--- src/rtl/dcs_pkg.sv ---
package dcs_pkg;
    typedef enum logic [2:0] {
        ARB_OFF    = 3'd0,
        ARB_SUSP   = 3'd1,
        ARB_FULL   = 3'd2,
        ARB_LIMIT  = 3'd3,
        ARB_EXPECT = 3'd4,
        ARB_RECV   = 3'd5
    } arb_state_e;

    localparam int CI_W        = 4;
    localparam int CI_STAT_BIT = 2;

    typedef struct packed {
        logic            mr;
        logic [CI_W-1:0] ci;
    } slot_code_t;
endpackage

--- src/rtl/dcs_enable_regs.sv ---
module dcs_enable_regs #(
    parameter int NUM_CH = 32
) (
    input  logic              clk,
    input  logic              rst_n,
    input  logic              wr_en,
    input  logic              wr_sel,
    input  logic [NUM_CH-1:0] wr_data,
    output logic [NUM_CH-1:0] pri_o,
    output logic [NUM_CH-1:0] sec_o
);
    typedef struct packed {
        logic [NUM_CH-1:0] pri;
        logic [NUM_CH-1:0] sec;
    } en_state_t;

    en_state_t st_d, st_q;

    always_comb begin
        st_d = st_q;
        if (wr_en) begin
            if (wr_sel) st_d.sec = wr_data;
            else        st_d.pri = wr_data;
        end
    end

    always_ff @(posedge clk or negedge rst_n) begin
        if (!rst_n) st_q <= '0;
        else        st_q <= st_d;
    end

    assign pri_o = st_q.pri;
    assign sec_o = st_q.sec;
endmodule

--- src/rtl/dcs_grant.sv ---
module dcs_grant
    import dcs_pkg::*;
#(
    parameter int NUM_CH = 32,
    localparam int IDX_W = $clog2(NUM_CH)
) (
    input  logic [IDX_W-1:0]  ch_i,
    input  logic [IDX_W-1:0]  addr_i,
    input  logic [2:0]        state_i,
    input  logic              master_i,
    input  logic [NUM_CH-1:0] pri_i,
    input  logic [NUM_CH-1:0] sec_i,
    output logic              grant_o
);
    logic [NUM_CH-1:0] grant_vec;

    for (genvar g = 0; g < NUM_CH; g++) begin : g_ch
        always_comb begin
            case (arb_state_e'(state_i))
                ARB_OFF:    grant_vec[g] = master_i & pri_i[g];
                ARB_SUSP:   grant_vec[g] = ~master_i & pri_i[g];
                ARB_FULL:   grant_vec[g] = pri_i[g];
                ARB_LIMIT:  grant_vec[g] = pri_i[g] & sec_i[g];
                ARB_EXPECT,
                ARB_RECV:   grant_vec[g] = (addr_i == IDX_W'(g)) & pri_i[g];
                default:    grant_vec[g] = 1'b0;
            endcase
        end
    end

    assign grant_o = grant_vec[ch_i];
endmodule

--- src/rtl/dcs_encode.sv ---
module dcs_encode
    import dcs_pkg::*;
(
    input  logic            grant_i,
    input  logic            code_sel_i,
    input  logic            cm_mr_i,
    input  logic [CI_W-1:0] cm_ci_i,
    output slot_code_t      code_o
);
    always_comb begin
        code_o.mr = cm_mr_i;
        code_o.ci = cm_ci_i;
        if (grant_i) begin
            if (code_sel_i) code_o.ci[CI_STAT_BIT] = 1'b0;
            else            code_o.mr = 1'b1;
        end
    end
endmodule

--- src/rtl/dch_status_gen.sv ---
module dch_status_gen
    import dcs_pkg::*;
#(
    parameter int NUM_CH = 32,
    localparam int IDX_W = $clog2(NUM_CH)
) (
    input  logic              clk,
    input  logic              rst_n,
    input  logic [IDX_W-1:0]  slot_ch,
    input  logic              cm_mr,
    input  logic [3:0]        cm_ci,
    input  logic [2:0]        arb_state,
    input  logic [IDX_W-1:0]  addr_ch,
    input  logic              master_en,
    input  logic              code_sel,
    input  logic              wr_en,
    input  logic              wr_sel,
    input  logic [NUM_CH-1:0] wr_data,
    output logic              out_mr,
    output logic [3:0]        out_ci
);
    logic [NUM_CH-1:0] dce_w;
    logic [NUM_CH-1:0] dces_w;
    logic              grant_w;
    slot_code_t        code_w;

    typedef struct packed {
        slot_code_t code;
    } out_state_t;

    out_state_t out_d, out_q;

    dcs_enable_regs #(.NUM_CH(NUM_CH)) i_regs (
        .clk     (clk),
        .rst_n   (rst_n),
        .wr_en   (wr_en),
        .wr_sel  (wr_sel),
        .wr_data (wr_data),
        .pri_o   (dce_w),
        .sec_o   (dces_w)
    );

    dcs_grant #(.NUM_CH(NUM_CH)) i_grant (
        .ch_i     (slot_ch),
        .addr_i   (addr_ch),
        .state_i  (arb_state),
        .master_i (master_en),
        .pri_i    (dce_w),
        .sec_i    (dces_w),
        .grant_o  (grant_w)
    );

    dcs_encode i_enc (
        .grant_i    (grant_w),
        .code_sel_i (code_sel),
        .cm_mr_i    (cm_mr),
        .cm_ci_i    (cm_ci),
        .code_o     (code_w)
    );

    always_comb begin
        out_d      = out_q;
        out_d.code = code_w;
    end

    // reset value is the blocked code on both carriers
    always_ff @(posedge clk or negedge rst_n) begin
        if (!rst_n) begin
            out_q.code.mr <= 1'b0;
            out_q.code.ci <= 4'b0100;
        end else begin
            out_q <= out_d;
        end
    end

    assign out_mr = out_q.code.mr;
    assign out_ci = out_q.code.ci;
endmodule

--- config.mk ---
export PLATFORM = sky130hd
export DESIGN_NAME = dch_status_gen
export DESIGN_NICKNAME = d
export VERILOG_FILES = /design/src/rtl/dcs_pkg.sv /design/src/rtl/dcs_enable_regs.sv /design/src/rtl/dcs_grant.sv /design/src/rtl/dcs_encode.sv /design/src/rtl/dch_status_gen.sv
export SDC_FILE = /design/constraint.sdc
export NUM_CORES = 1
export LEC_CHECK = 0
export BUFFER_PORTS_ARGS = -buffer_cell sky130_fd_sc_hd__buf_2
export CORE_AREA = 4 4 114 73
export DETAILED_ROUTE_END_ITERATION = 7
export DIE_AREA = 0 0 118 77
export HOLD_SLACK_MARGIN = 0.12
export PLACE_DENSITY = 0.75
export RECOVER_POWER = 100
export SYNTH_ARGS = -nofsm -noshare
export SYNTH_HDL_FRONTEND = slang
export SYNTH_SLANG_ARGS = --single-unit
--- constraint.sdc ---
create_clock -name clk -period 1.88 [get_ports clk]
set_input_delay 0.188 -clock clk [delete_from_list [all_inputs] [get_ports clk]]
set_output_delay 0.188 -clock clk [all_outputs]
set_load 0.02 [all_outputs]
==> metrics, run 1 <==
post-DP HPWL around 7.6 mm; RSZ-0062 raised after global routing true; FP Rows 24; hold path depth 2; Async SR Flop Fraction 100%; synth-to-layout area growth 40.1%; Pwr Total 4270 µW; CTS tree built; post-synthesis instance total ~300; max-cap viol count 0; syn_nets 355; CTS root buf clkbuf_16; DR vias/cell approximately 5.8; # setup viols final 2; die area about 9100 µm²; initial antenna violation count 0; # nets final around 500; total number of vias 3116; aggregate global routing overflow 0; CP max FO 3; WS Path Type flop to flop; CTS clk-pin slew, worst paths 0.06 ns; Post-CTS Setup Bufs 0; Die Ht 77 µm; ANT cells 0; placer congestion estimate 0.974; Cell variety after synth 50; drt drc 0; dpl cell area approximately 4400 µm²; Pwr Density around 840 nW/µm²; fin crit share 108%; #FFs+latches synth between 60 and 70; maximum clock insertion buffer count 2; HP Class input pin to flop; layout cells sized above 1 45.6%; final instance area 5060 µm²; Final Skew 0.00558 ns; total wire length 10.7 mm; clock sinks slightly below 70; f_max 495 MHz; post-route setup slack -0.141 ns; WHS Endpoint i_regs.pri_o[2]$_DFFE_PN0P_; CP Launch Type flop; Rel. slew slack 38.1%; worst-margin pin slew 0.929 ns; worst path required time 2.09 ns; drt first pass iters 6; worst hold margin ~0.13 ns; first-pass GRT wire length 17.2 mm; post-route minimum period 2.02 ns; WL/cell 19.8 µm; HP Start wr_data[2]; largest net degree at the start of global routing 70; r2r setup slk -0.14 ns; Post-Syn Area per Cell 12.1 µm²; I/O pins 61; Final Hold Fails 0; warnings from Yosys 0; Slew Limit Fails 0; Iter 0 DRT Violations 265; GRT Util Overall 24.6%; die width 118 µm; commonest non-fill, non-tap cells in the layout dfrtp_1, mux2_2, buf_2; Num CTS Buffers 9; H-Tree Depth 3; mapped cell area 3610 µm²; # port buffers 60; vias in the first global route roughly 3200; Seq/Total Area, Yosys 47.8%; Pleak 0.00226 µW; Post-synth EDFFs 0; CP Data Arrival Time 2.24 ns; status finished with violations; peak supply drop 714 µV; Starting Density between 50% and 60%; most common cell after layout, fill and taps aside dfrtp_1; CP Capture Type flop; Final ANT Viol Nets 0; Clk Latency, worst-skew pair 0.34 ns; core area 7150 µm²; Critical R2R Capture out_mr$_DFF_PN0_; ys flop type dfrtp_1; Reg-to-Reg Start i_regs.pri_o[5]$_DFFE_PN0P_; failing checks negative setup slack; Worst Reg-to-Reg Cells 7
-- flip-flops by register name (all words and copies together) (netlist names) --
register	cells
i_regs.sec_o	32
i_regs.pri_o	32
out_ci	4
out_mr	1
-- area by class of cell --
class | instances | area, µm²
tap | 91 | 114
timing repair buffer | 153 | 1100
clock buffer | 11 | 243
multi-input combinational | 203 | 1810
clock inverter | 5 | 35.0
inverter | 9 | 33.8
fill | 524 | 2090
sequential | 69 | 1730
-- repair_timing --
item,4_1_cts,5_1_grt
setup endpoints to repair,2,2
resized for setup,2,4
hold buffers,37,0
hold endpoints to repair,134,0
pin swaps,1,7
-- per-layer routing --
| metal | up-vias | track usage (%) | part of all wire [%] |
|---|---|---|---|
| met5 | - | 0 | 0 |
| met4 | 0 | 7.95 | 1.9 |
| met3 | 21 | 6.99 | 9.0 |
| met2 | 165 | 36.0 | 43 |
| met1 | 1513 | 35.4 | 46 |
| li1 | 1417 | - | - |
-- per-stage QoR --
stage	util [%]	setup TNS, ns	worst slack [ns]	instances
finish	70.8	-0.259	-0.141	541
global route	70.8	-0.428	-0.215	541
CTS	70.8	-0.383	-0.213	541
detailed placement	61.6	-0.843	-0.446	488
global placement	61.6	-0.670	-0.368	488
floorplan	-	0	0.00725	299
-- power by group --
group	switching (µW)	internal [µW]	leakage (µW)	total, µW
sequential	132	1700	0.000808	1830
combinational	375	499	0.00132	873
clock	640	930	0.000136	1570
-- worst max-delay path, cell delays in order, from the launching register on --
cell,delay (ns)
dfrtp_1,0.38
mux4_2,0.45
and2_4,0.15
a211oi_2,0.21
a31oi_2,0.09
a211oi_4,0.29
nor4_1,0.10
a211o_1,0.23
-- how the worst max path moves through the flow --
stage / startpoint / endpoint / slack (ns) / cells past startpoint
final: i_regs.pri_o[5]$_DFFE_PN0P_ / out_mr$_DFF_PN0_ / -0.14 / 7
after CTS: i_regs.pri_o[23]$_DFFE_PN0P_ / out_mr$_DFF_PN0_ / -0.21 / 6
after global placement: slot_ch[0] / out_mr$_DFF_PN0_ / -0.37 / 8
after floorplan: i_regs.pri_o[7]$_DFFE_PN0P_ / out_mr$_DFF_PN0_ / 0.007 / 7
after detailed placement: slot_ch[0] / out_mr$_DFF_PN0_ / -0.45 / 8
after global routing: i_regs.pri_o[7]$_DFFE_PN0P_ / out_mr$_DFF_PN0_ / -0.21 / 7
-- cell families (layout without fill, tap and decap cells) --
family / after synthesis / count (layout) / share of synthesized area, %
xor+xnor: 3 / 3 / 0.728
flops: 69 / 69 / 47.8
mux: 79 / 79 / 28.1
simple gates: 64 / 64 / 9.18
buf+inv: 27 / 178 / 3.26
compound gates: 57 / 57 / 10.9
-- synthesized netlist by cell type (all sizes together) (3+ instances only) --
cell type | count | area, µm²
dfrtp | 68 | 1700
mux2 | 65 | 732
nand2 | 21 | 78.8
a21oi | 18 | 90.1
buf | 14 | 68.8
mux4 | 10 | 244
nor2 | 10 | 37.5
inv | 9 | 33.8
nand3 | 5 | 25.0
nor2b | 5 | 31.3
a211oi | 4 | 35.0
a31oi | 4 | 25.0
clkbuf | 4 | 15.0
mux2i | 4 | 40.0
o22ai | 4 | 25.0
and2 | 3 | 18.8
and3 | 3 | 18.8
nand2b | 3 | 18.8
nand4 | 3 | 18.8
o211ai | 3 | 22.5
o21ai | 3 | 15.0
xnor2 | 3 | 26.3
Note: power is estimated with default switching activity, not from simulation.
==> run 2: changes to the inputs <==
--- a/config.mk
+++ b/config.mk
@@ -13,4 +13,5 @@
 export PLACE_DENSITY = 0.75
 export RECOVER_POWER = 100
+export SETUP_SLACK_MARGIN = 0.05
 export SYNTH_ARGS = -nofsm -noshare
 export SYNTH_HDL_FRONTEND = slang
==> constraint.sdc (replaced) <==
create_clock -name clk -period 1.88 [get_ports clk]
set_input_delay 0 -clock clk [delete_from_list [all_inputs] [get_ports clk]]
set_output_delay 0 -clock clk [all_outputs]
set_load 0.02 [all_outputs]
==> run 2 against run 1 <==
The run still ends with negative setup slack left. Core utilization decreased by 0.68 points. Maximum frequency increased by 2.9%. Non-clock buffer count decreased by 6.
==> metrics, run 2 (synthesis results as in run 1) <==
status finished with violations (unchanged); failing checks negative setup slack (unchanged); Pleak 0.00221 µW (was 0.00226 µW); dpl cell area 4290 µm² (was 4400 µm²); RSZ-0062 raised after global routing true (unchanged); placer congestion estimate 0.995 (was 0.974); CTS tree built (unchanged); peak supply drop 871 µV (was 714 µV); r2r setup slk -0.08 ns (was -0.14 ns); FP Rows 24 (unchanged); post-route setup slack -0.0839 ns (was -0.141 ns); CP Data Arrival Time 2.18 ns (was 2.24 ns); post-DP HPWL 7.51 mm (was 7.57 mm); # setup viols final 2 (unchanged); final instance area 5010 µm² (was 5060 µm²); layout cells sized above 1 44.1% (was 45.6%); synth-to-layout area growth 38.8% (was 40.1%); drt drc 0 (unchanged); DR vias/cell 5.77 (was 5.76); Die Ht 77 µm (unchanged); HP Class input pin to flop (unchanged); # port buffers 60 (unchanged); CP Capture Type flop (unchanged); Rel. slew slack 17.4% (was 38.1%); clock sinks 69 (unchanged); Critical R2R Capture out_mr$_DFF_PN0_ (unchanged); core area 7150 µm² (unchanged); CP max FO 3 (unchanged); Num CTS Buffers 9 (unchanged); GRT Util Overall 24.1% (was 24.6%); Slew Limit Fails 0 (unchanged); Final ANT Viol Nets 0 (unchanged); f_max 509 MHz (was 495 MHz); I/O pins 61 (unchanged); Final Skew 0.00372 ns (was 0.00558 ns); most common cell after layout, fill and taps aside dfrtp_1 (unchanged); Clk Latency, worst-skew pair 0.34 ns (about the same); Pwr Density 875 nW/µm² (was 845 nW/µm²); ANT cells 0 (unchanged); Starting Density 50.5% (unchanged); Final Hold Fails 0 (unchanged); total wire length 10.4 mm (was 10.7 mm); WS Path Type flop to flop (unchanged); initial antenna violation count 0 (unchanged); # nets final 495 (was 501); total number of vias 3085 (was 3116); CP Launch Type flop (unchanged); drt first pass iters 5 (was 6); Worst Reg-to-Reg Cells 8 (was 7); Reg-to-Reg Start i_regs.pri_o[6]$_DFFE_PN0P_ (was i_regs.pri_o[5]$_DFFE_PN0P_); fin crit share 104% (was 108%); worst path required time 2.10 ns (was 2.09 ns); worst-margin pin slew 1.24 ns (was 0.929 ns); H-Tree Depth 3 (unchanged); commonest non-fill, non-tap cells in the layout dfrtp_1, mux2_2, buf_2 (unchanged); max-cap viol count 0 (unchanged); hold path depth 4 (was 2); CTS clk-pin slew, worst paths 0.06 ns (about the same); Iter 0 DRT Violations 255 (was 265); die area 9090 µm² (unchanged); HP Start arb_state[2] (was wr_data[2]); Cells after DPL 476 (was 488); Post-Layout Cell Count 535 (was 541); final core utilization 70.1% (was 70.8%); CP startpoint i_regs.pri_o[6]$_DFFE_PN0P_ (was i_regs.pri_o[5]$_DFFE_PN0P_); vias in the first global route 3151 (was 3208); maximum clock insertion buffer count 2 (unchanged); CTS root buf clkbuf_16 (unchanged); largest net degree at the start of global routing 33 (was 70); first-pass GRT wire length 16.9 mm (was 17.2 mm); aggregate global routing overflow 0 (unchanged); Pwr Total 4380 µW (was 4270 µW); WL/cell 19.5 µm (was 19.8 µm); die width 118 µm (unchanged); post-route minimum period 1.96 ns (was 2.02 ns); WHS Endpoint out_mr$_DFF_PN0_ (was i_regs.pri_o[2]$_DFFE_PN0P_)
==> run 2: worst max path at each step <==
stage	endpoint	slack, ns	cells after the start
floorplan	out_mr$_DFF_PN0_	0.007	7
global placement	out_mr$_DFF_PN0_	-0.14	9
detailed placement	out_mr$_DFF_PN0_	-0.19	9
CTS	out_mr$_DFF_PN0_	-0.10	8
global route	out_mr$_DFF_PN0_	-0.14	8
finish	out_mr$_DFF_PN0_	-0.08	8
==> run 2: cell type report <==
class | instances | area (µm²)
repair buffers | 147 | 1050
fillers | 550 | 2130
inverters | 9 | 33.8
clock inverters | 7 | 75.1
flip-flops and latches | 69 | 1730
multi-input cells | 203 | 1790
well taps | 91 | 114
clock buffers | 9 | 225
==> run 2: repair_timing <==
item | CTS | global route
pin swaps | 3 | 3
gates resized for setup | 4 | 2
endpoints found under the setup margin | 2 | 2
setup buffers | 2 | 1
hold buffers | 40 | 0
endpoints found under the hold margin | 89 | 0
==> run 2: worst max-delay path, cell delays in order, from the launching register on <==
cell and delay [ns]:
dfrtp_1 0.39, mux4_2 0.45, and2_4 0.15, a211oi_2 0.13, a31oi_1 0.09, a211oi_2 0.19
buf_4 0.15, nor4_1 0.05, a211o_1 0.24
==> run 2: power by group <==
group          internal [µW]  switching, µW
clock network           1030            663
registers               1700            127
logic                    495            371
total                   3220           1160
==> run 2: stage by stage <==
| stage | setup TNS, ns | hold WS [ns] | setup WS, ns |
|---|---|---|---|
| 6_report | -0.129 | 0.219 | -0.0839 |
| 4_1_cts | -0.161 | 0.181 | -0.105 |
| 3_3_place_gp | -0.194 | -0.00963 | -0.142 |
| 3_5_place_dp | -0.266 | -0.00126 | -0.192 |
| 5_1_grt | -0.258 | 0.228 | -0.137 |
| 2_1_floorplan | 0 | -0.296 | 0.00725 |
==> run 2: per-layer routing <==
metal	vias up	GRT usage, %	wire [µm]
li1	1415	-	-
met1	1520	33.8	4940
met2	135	36.0	4520
met3	15	8.01	840
met4	0	6.20	148
met5	-	0	0
